### config.mk
export PLATFORM = sky130hd
export DESIGN_NAME = hpa_add4
export DESIGN_NICKNAME = d
export VERILOG_FILES = /design/src/rtl/hpa_pkg.sv /design/src/rtl/hpa_in_fix.sv /design/src/rtl/hpa_add_copy.sv /design/src/rtl/hpa_add4.sv
export SDC_FILE = /design/constraint.sdc
export NUM_CORES = 1
export LEC_CHECK = 0
export BUFFER_PORTS_ARGS = -buffer_cell sky130_fd_sc_hd__clkbuf_2
export CAP_MARGIN = 40
export CORE_MARGIN = 2
export CORE_UTILIZATION = 50
export CTS_BUF_LIST = sky130_fd_sc_hd__clkbuf_4 sky130_fd_sc_hd__clkbuf_8
export DETAILED_ROUTE_END_ITERATION = 8
export PLACE_DENSITY = 0.82
export SYNTH_ARGS = -nofsm -noshare
export SYNTH_HDL_FRONTEND = slang
export SYNTH_SLANG_ARGS = --single-unit
### constraint.sdc
create_clock -name clk -period 0.8 [get_ports clk]
set_clock_uncertainty 0.2 [all_clocks]
set_input_delay 0.24 -clock clk [delete_from_list [all_inputs] [get_ports clk]]
set_output_delay 0.24 -clock clk [all_outputs]
set_load 0.005 [all_outputs]
### src/rtl/hpa_pkg.sv
package hpa_pkg;
   localparam int HP_DW = 4;
   localparam int HP_PW = 3;
   localparam int HP_CW = HP_DW + HP_PW;

   // data bits covered by parity k
   function automatic logic [3:0] hp_pmask(input int k);
      case (k)
         0:       return 4'b1011;
         1:       return 4'b1101;
         default: return 4'b1110;
      endcase
   endfunction

   function automatic logic [6:0] hp_place(input logic [3:0] d, input logic [2:0] p);
      return {d[3], d[2], d[1], p[2], d[0], p[1], p[0]};
   endfunction

   function automatic logic [3:0] hp_data(input logic [6:0] cw);
      return {cw[6], cw[5], cw[4], cw[2]};
   endfunction

   function automatic logic [6:0] hp_encode(input logic [3:0] d);
      return hp_place(d, {^(d & hp_pmask(2)), ^(d & hp_pmask(1)), ^(d & hp_pmask(0))});
   endfunction

   function automatic logic [2:0] hp_syndrome(input logic [6:0] cw);
      logic [2:0] s;
      s[0] = cw[0] ^ cw[2] ^ cw[4] ^ cw[6];
      s[1] = cw[1] ^ cw[2] ^ cw[5] ^ cw[6];
      s[2] = cw[3] ^ cw[4] ^ cw[5] ^ cw[6];
      return s;
   endfunction

   function automatic logic [6:0] hp_correct(input logic [6:0] cw);
      logic [2:0] s;
      s = hp_syndrome(cw);
      if (s == 3'd0) return cw;
      return cw ^ (7'd1 << (s - 3'd1));
   endfunction
endpackage

### src/rtl/hpa_in_fix.sv
module hpa_in_fix
   import hpa_pkg::*;
(
   input  logic [HP_CW-1:0] cw,
   output logic [HP_DW-1:0] data
);
   assign data = hp_data(hp_correct(cw));
endmodule

### src/rtl/hpa_add_copy.sv
// One adder/subtractor copy. Each carry is formed by its own unrolled
// generate/propagate chain, so no carry node is shared between bit slices.
module hpa_add_copy #(
   parameter int             DW   = 4,
   parameter logic [DW-1:0]  KEEP = '1,
   parameter bit             TRIM = 1'b0
) (
   input  logic [DW-1:0] a,
   input  logic [DW-1:0] b,
   input  logic          sub,
   input  logic          cin,
   output logic [DW:0]   res
);
   logic [DW-1:0] bx, g, p;
   logic          c0;

   assign bx = b ^ {DW{sub}};
   assign c0 = sub | cin;
   assign g  = a & bx;
   assign p  = a ^ bx;

   function automatic logic carry_at(input int n, input logic [DW-1:0] gg,
                                     input logic [DW-1:0] pp, input logic cc);
      logic r;
      r = cc;
      for (int j = 0; j < n; j++) r = gg[j] | (pp[j] & r);
      return r;
   endfunction

   generate
      for (genvar i = 0; i < DW; i++) begin : g_bit
         if (TRIM && !KEEP[i]) begin : g_drop
            assign res[i] = 1'b0;
         end else begin : g_sum
            assign res[i] = p[i] ^ carry_at(i, g, p, c0);
         end
      end
   endgenerate

   assign res[DW] = carry_at(DW, g, p, c0);
endmodule

### src/rtl/hpa_add4.sv
module hpa_add4
   import hpa_pkg::*;
#(
   parameter int DW      = 4,
   parameter bit TRIM    = 1'b1,
   parameter bit COUT_EN = 1'b1,
   localparam int PW     = HP_PW,
   localparam int CW     = DW + PW,
   localparam int NCOPY  = PW + 1,
   localparam int NF     = NCOPY * DW
) (
   input  logic          clk,
   input  logic          rst_n,
   input  logic [CW-1:0] in_a,
   input  logic [CW-1:0] in_b,
   input  logic          sub,
   input  logic          cin,
   input  logic [NF-1:0] fault_inj,
   output logic [CW-1:0] q_cw,
   output logic [DW-1:0] q_data,
   output logic [2:0]    q_syn,
   output logic          q_cout
);
   generate
      if (DW != HP_DW) begin : g_bad_width
         $error("hpa_add4: DW must be %0d for the (7,4) code", HP_DW);
      end
   endgenerate

   logic [DW-1:0] a_d, b_d;
   logic [DW:0]   sums   [NCOPY];
   logic [DW:0]   sums_f [NCOPY];
   logic [PW-1:0] par;
   logic [CW-1:0] res_cw, fix_cw;
   logic [2:0]    syn;
   logic          cout_d;

   hpa_in_fix u_fix_a (.cw(in_a), .data(a_d));
   hpa_in_fix u_fix_b (.cw(in_b), .data(b_d));

   // copy 0: result data bits
   hpa_add_copy #(.DW(DW), .KEEP('1), .TRIM(1'b0)) u_main (
      .a(a_d), .b(b_d), .sub(sub), .cin(cin), .res(sums[0])
   );

   // copies 1..PW: one per parity bit, never shared with the data path
   generate
      for (genvar k = 0; k < PW; k++) begin : g_par
         localparam logic [DW-1:0] MSK = hp_pmask(k);
         hpa_add_copy #(.DW(DW), .KEEP(MSK), .TRIM(TRIM)) u_cp (
            .a(a_d), .b(b_d), .sub(sub), .cin(cin), .res(sums[k+1])
         );
         assign par[k] = ^(sums_f[k+1] & {1'b0, MSK});
      end
      for (genvar c = 0; c < NCOPY; c++) begin : g_flt
         assign sums_f[c] = sums[c] ^ {1'b0, fault_inj[c*DW +: DW]};
      end
   endgenerate

   assign res_cw = hp_place(sums_f[0][DW-1:0], par);
   assign syn    = hp_syndrome(res_cw);
   assign fix_cw = hp_correct(res_cw);
   assign cout_d = COUT_EN ? sums_f[0][DW] : 1'b0;

   always_ff @(posedge clk or negedge rst_n) begin
      if (!rst_n) begin
         q_cw   <= '0;
         q_data <= '0;
         q_syn  <= '0;
         q_cout <= 1'b0;
      end else begin
         q_cw   <= res_cw;
         q_data <= hp_data(fix_cw);
         q_syn  <= syn;
         q_cout <= cout_d;
      end
   end
endmodule

==> results of run 1 <==
## stage by stage
| stage | setup slack [ns] | setup TNS, ns | cells | hold slack [ns] |
|---|---|---|---|---|
| 4_1_cts | -2.77 | -36.53 | 248 | -0.352 |
| 3_5_place_dp | -3.12 | -37.35 | 227 | -0.0384 |
| 3_3_place_gp | -3.02 | -35.93 | 227 | -0.0471 |
| 2_1_floorplan | -2.85 | -31.37 | 119 | -0.256 |
## cells by family after synthesis
group	count (synthesis)
and+or+nand+nor	30
DFF	15
AOI/OAI and AO/OA	11
adders and majority gates	6
xor gates and xnor gates	53
buffers and inverters	4
## what timing repair did
item / in CTS
hold endpoints to repair: 15
resized for setup: 31
pin swaps: 20
endpoints found under the setup margin: 30
buffers inserted: 17
==> results_dict.tcl, run 1 <==
set metrics [dict create \
    synth_seq_cells 15 \
    worstEndpointType "register data pin" \
    die_w_um 54.1 \
    ys_warn_count 0 \
    clock_path_buffers 2 \
    rows 18 \
    synth_compound_area_share_pct 5.58 \
    stop_stage "5_1_grt" \
    yosysMostFrequentCell "xnor2_1" \
    yosysTopAreaCell "dfrtp_1" \
    dp_hpwl_um 2700 \
    synth_common_cells "xnor2_1, xor2_1, dfrtp_1" \
    numPortBuffers 45 \
    yosys.area_share.simple_pct 13.3 \
    synth-xor-area-share_pct 41.7 \
    worst_endpoint "q_cw[3]$_DFF_PN0_/D" \
    syn_nets 159 \
    synth_adder_area_share_pct 8.37 \
    root_buffer "clkbuf_4" \
    gp_congestion 0.860 \
    async_reset_ff_share_pct 100 \
    htree_levels 1 \
    run_status "aborted with a tool error" \
    cts_sinks 15 \
    synth_top_family_by_area "XOR/XNOR gates" \
    dpl_cell_area_um2 1980 \
    synth_edf_count 0 \
    synthTopCellsByArea "dfrtp_1, xnor2_1, xor2_1" \
    synth_ff_type "dfrtp_1" \
    stop_error "[ERROR DPL-0038] Utilization greater than 100%, impossible to legalize" \
    seq_area_frac_synth_pct 29.9 \
    grt_max_degree 16 \
    cts-buffers-inserted 3 \
    io_pins 49 \
    muxShareOfSynthArea_pct 0 \
    die_height_um 54.1 \
    synth_area_um2 1250 \
    yosysUniqueCellTypes 28 \
    start_util_pct 51.6 \
    yosysTopAreaCellShare_pct 29.9 \
    synth_cells 119 \
    synth_area_per_cell_um2 10.5 \
]
==> run 2: changes to the inputs <==
--- a/config.mk
+++ b/config.mk
@@ -7,11 +7,10 @@
 export LEC_CHECK = 0
 export BUFFER_PORTS_ARGS = -buffer_cell sky130_fd_sc_hd__clkbuf_2
 export CAP_MARGIN = 40
-export CORE_MARGIN = 2
-export CORE_UTILIZATION = 50
-export CTS_BUF_LIST = sky130_fd_sc_hd__clkbuf_4 sky130_fd_sc_hd__clkbuf_8
+export CORE_AREA = 2 2 63 65
 export DETAILED_ROUTE_END_ITERATION = 8
-export PLACE_DENSITY = 0.82
+export DIE_AREA = 0 0 65 67
+export PLACE_DENSITY_LB_ADDON = 0.15
 export SYNTH_ARGS = -nofsm -noshare
 export SYNTH_HDL_FRONTEND = slang
 export SYNTH_SLANG_ARGS = --single-unit
==> run 2 against run 1 <==
The flow now finishes, with violations (negative hold slack, negative setup slack). Synthesized area stayed put. Synthesized cell count is the same.
==> results_dict.tcl, run 2 <==
set metrics [dict create \
    run_status "complete, but fails checks" \
    violations "negative hold slack, negative setup slack" \
    synth_area_um2 1250 \
    seq_area_frac_synth_pct 29.9 \
    powerDensity_nw_per_um2 3260 \
    clock_path_buffers 2 \
    grt_use_total_pct 15.7 \
    min_period_ns 3.62 \
    regMostFlops "q_cw" \
    gp_congestion 0.846 \
    leakage_nw 1.14 \
    drt_first_iter_violations 46 \
    criticalPathCategory "in -> reg" \
    worstPathArrival_ns 3.61 \
    yosysMostFrequentCell "xnor2_1" \
    drt_wl_total_um 3200 \
    wl_per_cell_um 12.2 \
    synth_area_per_cell_um2 10.5 \
    grt_max_degree 16 \
    numPortBuffers 45 \
    min_path_type "in -> async" \
    syn_nets 159 \
    dp_hpwl_um 2460 \
    dpl_cell_area_um2 2030 \
    area_delta_synth_final_pct 96.3 \
    yosysTopAreaCell "dfrtp_1" \
    cts_sinks 15 \
    die_area_um2 4360 \
    start_util_pct 34.8 \
    async_reset_ff_share_pct 100 \
    ys_warn_count 0 \
    antenna_cells 0 \
    grt_pass1_vias 1215 \
    fin_nets 255 \
    yosysTopAreaCellShare_pct 29.9 \
    finalMaxSlewViolations 0 \
    cpMostUsedCell "fa_2" \
    drive_gt1_share_pct 68.7 \
    cts_tree "done" \
    final_cell_mix "buf_4, clkbuf_2, xnor2_2, dfrtp_1, xnor2_1" \
    cp_data_required_time_ns 0.79 \
    maxCapViolCount 0 \
    slew_headroom_pct 74.6 \
    synth_edf_count 0 \
    power.total_mw 8.02 \
    critPathLaunchType "input pin" \
    critPathTopFamily "adder cells" \
    rows 22 \
    drc 0 \
    core_area_um2 3610 \
    largest_reg_flops 7 \
    root_buffer "clkbuf_8" \
    holdWs_ns -0.305 \
    synth_seq_cells 15 \
    synth_ff_type "dfrtp_1" \
    worst_slew_pin_slew_ns 0.381 \
    vias_per_cell 4.51 \
    io_pins 49 \
    setup_violations 30 \
    reg_top3 "q_cw (7), q_data (4), q_syn (3)" \
    rsz0062_at_grt "yes" \
    peakVddDrop_mv 1.27 \
    grt_pass1_wl_um 5150 \
    antenna_found_initial 0 \
    mostFrequentLayoutCell "buf_4" \
    synth_common_cells "xnor2_1, xor2_1, dfrtp_1" \
    cp.buffers_inverters 3 \
    cp_cell_sequence "buf_8, xor2_4, nor2_2, nand2_1, o21ai_1, ha_1, nor2b_4, o21ai_2, xor2_1, fa_2, fa_2, fa_2, inv_2, fa_2, buf_4, nand2b_4, a22oi_2, nand3b_1" \
    final_area_um2 2460 \
    gr-total-overflow 0 \
    drtPass1Iterations 5 \
    yosysUniqueCellTypes 28 \
    synthTopCellsByArea "dfrtp_1, xnor2_1, xor2_1" \
    htree_levels 1 \
    die_height_um 67 \
    period_share_pct 452 \
    clk_pin_slew_ns 0.06 \
    cp_slowest_cell "fa_2" \
    critical_path.endpoint_type "register" \
    timing.final.hold_violations 15 \
    postLayoutCoreUtil_pct 68.3 \
    die_w_um 65 \
    dr_total_vias 1181 \
    synth_cells 119 \
    clock.fmax_ghz 0.276 \
    ant_nets 0 \
    critical_path.max_fanout 4 \
    cpPeakStageDelay_ns 0.49 \
    cts-buffers-inserted 3 \
    final_critical_path_setup_slack_ns -2.82 \
]
-- run 2: power by group --
part | switching, mW | total, mW | leakage (nW) | internal (mW)
registers | 0.0914 | 1.28 | 0.176 | 1.19
logic | 2.53 | 6.12 | 0.941 | 3.58
clock network | 0.278 | 0.623 | 0.0255 | 0.345
-- run 2: per-layer routing --
metal	up-vias	routed length, um	GRT usage (%)
met5	-	0	0
met1	558	1100	16.6
met2	37	1900	31.1
met4	0	59	5.85
li1	579	-	-
met3	7	135	2.36
-- run 2: cell families (layout without fill, tap and decap cells) --
| kind of cell | Yosys count | in the layout | share of synthesized area, % |
|---|---|---|---|
| buf+inv | 4 | 99 | 1.20 |
| fa+ha+maj | 6 | 6 | 8.37 |
| flops | 15 | 15 | 29.9 |
| xor+xnor | 53 | 53 | 41.7 |
| compound gates | 11 | 11 | 5.58 |
| simple gates | 30 | 30 | 13.3 |
-- run 2: worst paths after layout --
| path | end | slack, ns | depth (start not counted) | from |
|---|---|---|---|---|
| min | q_data[3]$_DFF_PN0_ | -0.31 | 1 | rst_n |
| max | q_data[3]$_DFF_PN0_ | -2.82 | 18 | in_a[1] |
| min in group clk | q_cw[5]$_DFF_PN0_ | 0.08 | 2 | fault_inj[2] |
| max in group asynchronous | q_cw[5]$_DFF_PN0_ | 0.43 | 1 | rst_n |
-- run 2: timing repair --
action	CTS	global route
buffers inserted	6	6
endpoints found under the setup margin	30	30
resized for setup	24	38
pin swaps	16	31
gates cloned	0	0
endpoints found under the hold margin	15	15
-- run 2: area by class of cell --
| type | instances | area, um^2 |
|---|---|---|
| sequential | 15 | 375 |
| clock inverter | 1 | 5.00 |
| tap | 48 | 60.1 |
| fill | 266 | 1140 |
| timing repair buffer | 93 | 748 |
| multi-input combinational | 100 | 1230 |
| inverter | 2 | 7.51 |
| clock buffer | 3 | 41.3 |
-- run 2: through the flow --
step	TNS [ns]	cells	hold slack (ns)	setup slack, ns
final	-36.44	262	-0.305	-2.82
after floorplan	-31.37	119	-0.256	-2.85
after detailed placement	-37.07	247	-0.0313	-3.11
after global placement	-36.16	247	-0.0373	-3.02
after CTS	-36.35	256	-0.300	-2.80
after global routing	-38.59	262	-0.276	-2.95
Power figures use the tool's default switching activity.
